==> config.mk <==
export PLATFORM = sky130hd
export DESIGN_NAME = dpa_busy_arbiter
export DESIGN_NICKNAME = d
export VERILOG_FILES = /design/src/rtl/dpa_pkg.sv /design/src/rtl/dpa_port_track.sv /design/src/rtl/dpa_collision_arb.sv /design/src/rtl/dpa_write_gate.sv /design/src/rtl/dpa_busy_arbiter.sv
export SDC_FILE = /design/constraint.sdc
export NUM_CORES = 1
export LEC_CHECK = 0
export ABC_AREA = 1
export CORE_AREA = 2 2 76 78
export DETAILED_ROUTE_END_ITERATION = 12
export DIE_AREA = 0 0 78 80
export PLACE_DENSITY = 0.78
export SYNTH_ARGS = -nofsm -noshare
export SYNTH_HDL_FRONTEND = slang
export SYNTH_SLANG_ARGS = --single-unit
==> constraint.sdc <==
create_clock -name clk -period 1.14 [get_ports clk]
set_input_delay 0.114 -clock clk [delete_from_list [all_inputs] [get_ports clk]]
set_output_delay 0.114 -clock clk [all_outputs]
set_load 0.03 [all_outputs]
==> src/rtl/dpa_pkg.sv <==
// Package: shared types for the dual-port collision arbiter.
// Assumes two ports, indexed 0 = left and 1 = right.
package dpa_pkg;
    localparam int unsigned NPORTS   = 2;
    localparam int unsigned PORT_L   = 0;
    localparam int unsigned PORT_R   = 1;

    // Which port currently owns a colliding address.
    typedef enum logic [1:0] {
        OWN_NONE  = 2'd0,
        OWN_LEFT  = 2'd1,
        OWN_RIGHT = 2'd2
    } owner_e;
endpackage

==> src/rtl/dpa_port_track.sv <==
// Module: dpa_port_track
// Keeps one cycle of history for a single port and reports whether the port
// is "settled": enabled now and last cycle, with an unchanged address.
// Assumes the enable and address are already synchronous to clk.
module dpa_port_track #(
    parameter int unsigned ADDR_W = 17
) (
    input  logic              clk,
    input  logic              rst_n,
    input  logic              ce,
    input  logic [ADDR_W-1:0] addr,
    output logic              settled
);
    logic              ce_q;
    logic [ADDR_W-1:0] addr_q;

    // Capture the previous cycle's enable and address.
    always_ff @(posedge clk) begin
        if (!rst_n) begin
            ce_q   <= 1'b0;
            addr_q <= '0;
        end else begin
            ce_q   <= ce;
            addr_q <= addr;
        end
    end

    // A port is settled when nothing about its access moved since last cycle.
    always_comb begin
        settled = ce && ce_q && (addr == addr_q);
    end

    // A settled port must have been enabled in the previous cycle.
    assert_settled_history_R4: assert property (@(posedge clk) disable iff (!rst_n)
        settled |-> $past(ce));
endmodule

==> src/rtl/dpa_collision_arb.sv <==
// Module: dpa_collision_arb
// Detects an address collision between two enabled ports and decides the
// owner. A settled port beats an unsettled one; a tie goes to the left port.
// Ownership holds while the collision persists. The outputs lose_l/lose_r are
// next-cycle decisions that the caller registers.
// Assumes both inputs are sampled on the same clock.
module dpa_collision_arb
    import dpa_pkg::*;
#(
    parameter int unsigned ADDR_W = 17
) (
    input  logic              clk,
    input  logic              rst_n,
    input  logic              ce_l,
    input  logic              ce_r,
    input  logic [ADDR_W-1:0] addr_l,
    input  logic [ADDR_W-1:0] addr_r,
    input  logic              settled_l,
    input  logic              settled_r,
    output logic              match,
    output logic              lose_l,
    output logic              lose_r
);
    owner_e owner_q;
    owner_e owner_d;

    // Collision condition: both enabled and pointing at one word.
    always_comb begin
        match = ce_l && ce_r && (addr_l == addr_r);
    end

    // Next owner: keep the incumbent, else pick by settledness, else the left port.
    always_comb begin
        owner_d = OWN_NONE;
        if (match) begin
            if (owner_q != OWN_NONE) begin
                owner_d = owner_q;
            end else if (settled_r && !settled_l) begin
                owner_d = OWN_RIGHT;
            end else begin
                owner_d = OWN_LEFT;
            end
        end
    end

    // Owner register.
    always_ff @(posedge clk) begin
        if (!rst_n) begin
            owner_q <= OWN_NONE;
        end else begin
            owner_q <= owner_d;
        end
    end

    // The loser is the port that does not own the collision.
    always_comb begin
        lose_l = (owner_d == OWN_RIGHT);
        lose_r = (owner_d == OWN_LEFT);
    end

    // The owner does not change while the collision lasts.
    assert_owner_hold_R5: assert property (@(posedge clk) disable iff (!rst_n)
        (owner_q != OWN_NONE && match) |=> (owner_q == $past(owner_q)));

    // When both ports arrive together, the left port wins.
    assert_tie_left_R6: assert property (@(posedge clk) disable iff (!rst_n)
        (owner_q == OWN_NONE && match && !settled_l && !settled_r) |=> (owner_q == OWN_LEFT));

    // There is never an owner without a collision.
    assert_owner_needs_match_R10: assert property (@(posedge clk) disable iff (!rst_n)
        !match |=> (owner_q == OWN_NONE));
endmodule

==> src/rtl/dpa_write_gate.sv <==
// Module: dpa_write_gate
// Produces the registered write strobe for one port. The write is blocked
// either by the local arbitration loss (master mode) or by the external
// active-low busy (slave mode).
// Assumes lose_local is the same-cycle decision that sets the port's busy.
module dpa_write_gate (
    input  logic clk,
    input  logic rst_n,
    input  logic ce,
    input  logic wr,
    input  logic wvalid,
    input  logic mode_master,
    input  logic lose_local,
    input  logic ext_busy_n,
    output logic we
);
    logic block;

    // Select the blocking source according to the mode.
    always_comb begin
        block = mode_master ? lose_local : !ext_busy_n;
    end

    // Register the qualified strobe.
    always_ff @(posedge clk) begin
        if (!rst_n) begin
            we <= 1'b0;
        end else begin
            we <= ce && wr && wvalid && !block;
        end
    end

    // A port that has lost arbitration in master mode never writes.
    assert_loser_no_write_R7: assert property (@(posedge clk) disable iff (!rst_n)
        (mode_master && lose_local) |=> !we);

    // Without valid write data there is no strobe.
    assert_need_wvalid_R11: assert property (@(posedge clk) disable iff (!rst_n)
        !wvalid |=> !we);

    // In slave mode a low external busy blocks the write.
    assert_slave_block_R8: assert property (@(posedge clk) disable iff (!rst_n)
        (!mode_master && !ext_busy_n) |=> !we);
endmodule

==> src/rtl/dpa_busy_arbiter.sv <==
// Module: dpa_busy_arbiter (top)
// Collision arbiter for two memory ports sharing one storage array. It drives
// active-low busy flags in master mode and gates each port's write strobe.
// Assumes all inputs are synchronous to clk. Busy and write strobes appear
// one cycle after the inputs that cause them.
module dpa_busy_arbiter
    import dpa_pkg::*;
#(
    parameter int unsigned ADDR_W = 17
) (
    input  logic              clk,
    input  logic              rst_n,
    input  logic              mode_master,
    input  logic              ce_l,
    input  logic [ADDR_W-1:0] addr_l,
    input  logic              wr_l,
    input  logic              wvalid_l,
    input  logic              ce_r,
    input  logic [ADDR_W-1:0] addr_r,
    input  logic              wr_r,
    input  logic              wvalid_r,
    input  logic              ext_busy_l_n,
    input  logic              ext_busy_r_n,
    output logic              busy_l_n,
    output logic              busy_r_n,
    output logic              we_l,
    output logic              we_r
);
    logic [NPORTS-1:0] ce_a;
    logic [NPORTS-1:0] wr_a;
    logic [NPORTS-1:0] wvalid_a;
    logic [NPORTS-1:0] ext_busy_n_a;
    logic [NPORTS-1:0] settled_a;
    logic [NPORTS-1:0] lose_a;
    logic [NPORTS-1:0] we_a;
    logic [NPORTS-1:0] busy_n_q;
    logic [ADDR_W-1:0] addr_a [NPORTS];
    logic              match;

    // Gather the per-port inputs into vectors indexed by port.
    always_comb begin
        ce_a[PORT_L]         = ce_l;
        ce_a[PORT_R]         = ce_r;
        wr_a[PORT_L]         = wr_l;
        wr_a[PORT_R]         = wr_r;
        wvalid_a[PORT_L]     = wvalid_l;
        wvalid_a[PORT_R]     = wvalid_r;
        ext_busy_n_a[PORT_L] = ext_busy_l_n;
        ext_busy_n_a[PORT_R] = ext_busy_r_n;
        addr_a[PORT_L]       = addr_l;
        addr_a[PORT_R]       = addr_r;
    end

    dpa_collision_arb #(.ADDR_W(ADDR_W)) u_arb (
        .clk       (clk),
        .rst_n     (rst_n),
        .ce_l      (ce_l),
        .ce_r      (ce_r),
        .addr_l    (addr_l),
        .addr_r    (addr_r),
        .settled_l (settled_a[PORT_L]),
        .settled_r (settled_a[PORT_R]),
        .match     (match),
        .lose_l    (lose_a[PORT_L]),
        .lose_r    (lose_a[PORT_R])
    );

    for (genvar p = 0; p < NPORTS; p++) begin : g_port
        dpa_port_track #(.ADDR_W(ADDR_W)) u_track (
            .clk     (clk),
            .rst_n   (rst_n),
            .ce      (ce_a[p]),
            .addr    (addr_a[p]),
            .settled (settled_a[p])
        );

        dpa_write_gate u_gate (
            .clk         (clk),
            .rst_n       (rst_n),
            .ce          (ce_a[p]),
            .wr          (wr_a[p]),
            .wvalid      (wvalid_a[p]),
            .mode_master (mode_master),
            .lose_local  (lose_a[p]),
            .ext_busy_n  (ext_busy_n_a[p]),
            .we          (we_a[p])
        );

        // Busy register: low only for a loser in master mode.
        always_ff @(posedge clk) begin
            if (!rst_n) begin
                busy_n_q[p] <= 1'b1;
            end else begin
                busy_n_q[p] <= !(mode_master && lose_a[p]);
            end
        end
    end

    // Drive the outputs.
    always_comb begin
        busy_l_n = busy_n_q[PORT_L];
        busy_r_n = busy_n_q[PORT_R];
        we_l     = we_a[PORT_L];
        we_r     = we_a[PORT_R];
    end

    // The two busy flags are never low together.
    assert_busy_exclusive_R9: assert property (@(posedge clk) disable iff (!rst_n)
        busy_l_n || busy_r_n);

    // A low busy is always preceded by an address match between enabled ports.
    assert_busy_needs_match_R2: assert property (@(posedge clk) disable iff (!rst_n)
        !busy_l_n |-> $past(ce_l && ce_r && (addr_l == addr_r)));

    // A port that is disabled never causes busy.
    assert_disabled_no_busy_R10: assert property (@(posedge clk) disable iff (!rst_n)
        !(ce_l && ce_r) |=> (busy_l_n && busy_r_n));

    // In slave mode the local busy flags stay high.
    assert_slave_busy_high_R8: assert property (@(posedge clk) disable iff (!rst_n)
        !mode_master |=> (busy_l_n && busy_r_n));

    // A different address in the previous cycle means no busy now.
    assert_busy_release_R3: assert property (@(posedge clk) disable iff (!rst_n)
        (addr_l != addr_r) |=> (busy_l_n && busy_r_n));
endmodule

After elaboration in Yosys (flattened, before gate mapping)
Cells that the tools add are included.
W data, S select, Z words.
Operators by class
  equality and inequality tests: 5
  multiplexer cells: 5
  reductions and logical operators: 23
Operators by type and width (count)
  $eq A17 B17 Y1: 3
  $logic_and A1 B1 Y1: 15
  $logic_not A1 Y1: 7
  $mux W2: 3
  $eq A2 B1 Y1 const B: 1
  $eq A2 B2 Y1 const B: 1
  $mux W1: 2
  $reduce_bool A2 Y1: 1
Word-level totals
  register bits: 42
  input port bits: 45
  output and inout bits: 4

Depth between registers and ports, before layout
  depth after elaboration: 11
  mapped depth: 14
  depth with buffers taken out: 14

Cells and area by module
Synthesis repeated with hierarchy kept, for this count alone.
Unflattened totals
  cell total of the unflattened synthesis: 383
  area, all modules: 2224.6 µm²
By module, submodules not included
  dpa_port_track: times used 2, cells an instance 132, area an instance 820.8 µm², seq. area each 360.3 µm²
  dpa_collision_arb: times used 1, cells an instance 97, area an instance 430.4 µm², seq. area each 40.0 µm²
  dpa_write_gate: times used 2, cells an instance 9, area an instance 51.3 µm², seq. area each 20.0 µm²
  dpa_busy_arbiter: times used 1, cells an instance 4, area an instance 50.0 µm², seq. area each 40.0 µm²

Worst setup path after synthesis
OpenSTA, ideal clock, no wires.
  path kind: register -> register
  start: register g_port[1].u_track.addr_q[11]
  end: register busy_n_q[0], in the netlist busy_l_n
  data arrival time: 1.093 ns
  data required time: 1.010 ns
  setup slack: -0.083 ns
  cell stages (with the launch flop): 14
  path buffers: 0
  cell sequence: dfxtp_1 -> inv_1 -> nand2_1 -> nand2_1 -> nor2_1 -> nand2_1 -> nor2_1 -> nand2_1 -> nor2_2 -> nand2_1 -> nand2_2 -> nand2_2 -> nor2_2 -> nand3_1
On the way
  longest elaborated chain between the ends: 9
RTL lines
  start: declaration: RTL line dpa_port_track.sv:15  | logic [ADDR_W-1:0] addr_q;
  start signal: assignment: RTL line dpa_port_track.sv:24  | addr_q <= addr;
  $eq A17 B17 Y1: RTL line dpa_port_track.sv:30  | settled = ce && ce_q && (addr == addr_q);
  $logic_and A1 B1 Y1: RTL line dpa_port_track.sv:30
  $logic_and A1 B1 Y1: RTL line dpa_collision_arb.sv:38  | end else if (settled_r && !settled_l) begin
  $mux W2: RTL line dpa_collision_arb.sv:38
  $mux W2: RTL line dpa_collision_arb.sv:36  | if (owner_q != OWN_NONE) begin
  $mux W2: RTL line dpa_collision_arb.sv:35  | if (match) begin
  $eq A2 B2 Y1: RTL line dpa_collision_arb.sv:57  | lose_l = (owner_d == OWN_RIGHT);
  $logic_and A1 B1 Y1: RTL line dpa_busy_arbiter.sv:94  | busy_n_q[p] <= !(mode_master && lose_a[p]);
  $logic_not A1 Y1: RTL line dpa_busy_arbiter.sv:94
  end signal: indexed assignment: RTL line dpa_busy_arbiter.sv:94
  end: declaration: RTL line dpa_busy_arbiter.sv:36  | logic [NPORTS-1:0] busy_n_q;
Every way passes these cells.
A chain may end at the register's enable or synchronous reset.

Worst setup path in the final report
  start: register g_port[1].u_track.addr_q[9]
  end: register busy_n_q[0], in the netlist busy_l_n
Same word-level chain as after synthesis.

==> results list <==
* Remaining number of nets flagged by the antenna check after routing: 0
* Tightest slew margin relative to the limit: 79.40%
* CTS Sinks: 42
* End-of-flow core utilization: between 50 and 60%
- After routing the design area is 0.002912 mm².
- The first global-routing pass estimated between 7 and 8 mm of wire.
- Detailed router's first-iteration violation count: 90
- The die is 80 µm tall.
- After detailed routing, the total wire length is 4.737 mm.
* Slew Limit Fails: 0
- Pwr per Cell Area: 1051 mW/mm²
* Maximum root-to-sink buffer count: 2
* Top area cells in the synthesized netlist: dfxtp_1 (40%), nand2_1 (21%), inv_1 (14%), nor2_1 (5.9%), xnor2_1 (4.2%)
- Total power for the finished layout comes to between 3 and 4 mW.
- Post-DR wirelength/cell: 10.08 µm
* Outcome: complete, but fails checks
- The number of clock buffers added by TritonCTS is 5.
- Vias in the first global route: 1825
* Top fanout value on the critical path: 4
* Number of H-tree levels: 2
- Reported max-cap violation count: 0
* Final std cells w/o fill: 470
* Post-Syn Nets: 378
- Initial DRT Pass Iterations: 4
* Hold crit path type: input port to flip-flop
* Mapped cell area: 0.002091 mm²
- The congestion estimate from routability-driven global placement came to between 0.8 and 0.9.
- Number of warnings reported in the yosys synthesis log: 0
* Area overhead of the layout relative to synthesis: 39.26%
- I/O pin count: between 40 and 50
- Proportion of layout cells with a drive suffix above 1: 16.83%
- The final hold violation count is 0.
* Violated checks: setup timing
* Accumulated negative setup slack: -1.380 ns
- Once detailed placement completed, the half-perimeter wirelength came to roughly 3.7 mm.
* CP Class: flip-flop to flip-flop
* Fraction of the cycle the final worst path needs: 122.5%
- The final route contains approximately 2.0k vias.
- Area of the placeable core: 0.005405 mm²
- On the final layout, the worst hold slack is 0.05827 ns.
* Pre-CTS WS: -0.6574 ns
- Clock tree from TritonCTS: done
* Pin count of the biggest net entering global routing: 28
- Number of instances in the synthesized netlist: approximately 330
* Post-place instance area: between 0.002 and 0.003 mm²
- Global routing consumed, over all layers together, 15.68% of the routing resources.
* Sequential fraction of the synthesis area: 40.22%
- CTS placed an instance of clkbuf_8 at the clock tree root.
* Commonest non-fill, non-tap cell in the layout: nand2_1
* Commonest cells after routing, fill and taps aside: nand2_1 (111), inv_1 (70), dfxtp_1 (31)
- In this run the horizontal extent of the chip is just under 80 µm.
- STA puts the critical path data arrival time at roughly 1.6 ns.
- Source-to-sink clock delay at the later pin of the worst-skew pair: 0.29 ns
- The synthesized design devotes to its leading area cell type 40.22% of total area.
- On the final layout, the worst clock skew is roughly 0.0042 ns.
* Setup repair after global routing missed its margin: true
- 0 antenna diodes ended up in the layout.
- Counting distinct cell types in the post-synthesis netlist gives 23.
- Final critical-path setup slack: -0.2566 ns
- After layout, the minimum clock period comes to between 1 and 1.5 ns.
- At the pin with the least slew margin, the transition time is 0.3103 ns.
- The final layout contains 444 nets.
- Setup violations remaining at the end of the flow were counted as 6.
* Startpoint class of the critical path: flip-flop
- The worst-case IR drop observed on VDD is approximately 560 µV.
- Number of buffers inserted by port buffering: 48
* Number of cells after detailed placement: about 460
- The analysis attributes to cell leakage a power of 1.700 nW.
* Clock transition at the registers of the reported paths: 0.07 ns
- Number of antenna violations at the first check in global routing: 0
- Global routing finished with a remaining overflow of 0.
- The worst setup path is captured at a flip-flop.
- The initial utilization of the core area, before any placement, comes to 38.68%.
- Using the TritonRoute via totals, the vias-per-cell ratio works out to about 4.3.
* Die ar.: 0.006240 mm²
* Most area-hungry cell type in the Yosys netlist: dfxtp_1
- In the routed design, unresolved DRC markers number 0.
* Achievable Freq: 716.0 MHz
- Worst Path Required: 1.32 ns
- In this run, synthesis produced a sequential element count of between 40 and 50.
- Number of rows created at floorplan: 27
* Post-synthesis average cell area: around 6.3 µm²
[synthesized netlist by cell type]
library cell	n
a21oi_1	1
buf_1	1
clkbuf_1	3
dfxtp_1	42
inv_1	79
inv_2	3
nand2_1	116
nand2_2	4
nand2_4	1
nand3_1	5
nand4_1	2
nor2_1	33
nor2_2	6
o2111ai_1	3
o211ai_1	1
o21ai_0	12
o21ai_1	5
o221ai_1	1
or2_0	1
or2_1	1
or2_2	1
xnor2_1	10
xor2_1	2
[cell type report]
type | count | area (µm²)
multi-input combinational | 205 | 984.7
tap | 72 | 90.09
clock buffer | 6 | 82.58
inverter | 82 | 307.8
sequential | 42 | 854.6
timing repair buffer | 63 | 591.8
fill | 560 | 2494
[metal layers]
layer	track usage (%)	vias up	routed length, µm
li1	-	1088	-
met1	18.33	864	2041
met2	28.79	57	2334
met3	4.299	6	313
met4	2.982	0	48
met5	0	-	0
[cell families after synthesis]
| family | count (synthesis) | share of synthesized area (%) |
|---|---|---|
| and+or+nand+nor | 170 | 32.97 |
| buffers and inverters | 86 | 15.44 |
| DFF | 42 | 40.22 |
| AOI/OAI and AO/OA | 23 | 6.344 |
| xor gates and xnor gates | 12 | 5.027 |
[registers in the layout, summed over array words and instances (netlist names)]
signal and cells:
g_port.u_track.addr_q 34, g_port.u_gate.we 2, g_port.u_track.ce_q 2, u_arb.owner_q 2
busy_l_n 1, busy_r_n 1
[repair_timing]
action	4_1_cts	5_1_grt
pin swaps	7	7
setup buffers	1	0
setup endpoints to repair	10	8
hold buffers	0	0
resized for setup	34	39
[worst paths after layout]
check,slack [ns],startpoint,endpoint,cells after the start
max,-0.26,g_port[1].u_track.addr_q[9]$_SDFF_PN0_,busy_l_n$_SDFF_PN1_,13
min,0.06,addr_l[7],g_port[0].u_track.addr_q[7]$_SDFF_PN0_,3
min reg2reg,0.65,u_arb.owner_q[0]$_SDFF_PN0_,u_arb.owner_q[0]$_SDFF_PN0_,4
max reg2reg,-0.26,g_port[1].u_track.addr_q[9]$_SDFF_PN0_,busy_l_n$_SDFF_PN1_,13
[power by group]
group          leakage (nW)  internal, mW  switching [mW]
clock network        0.0431         0.467           0.477
registers             0.351          1.54          0.0332
logic                  1.30         0.263           0.278
total                  1.70          2.27           0.788
[critical path, cell delays in order (launching register included)]
cell and delay [ns]:
dfxtp_1 0.33, inv_1 0.04, nand2_1 0.05, nand2_1 0.05
nor2_1 0.09, nand2_1 0.09, nor2_1 0.09, nand2_1 0.07
nor2_2 0.07, nand2_1 0.06, nand2_2 0.09, nand2_2 0.07
nand2_4 0.10, nand3_1 0.08
(Power assumes the default switching activity.)
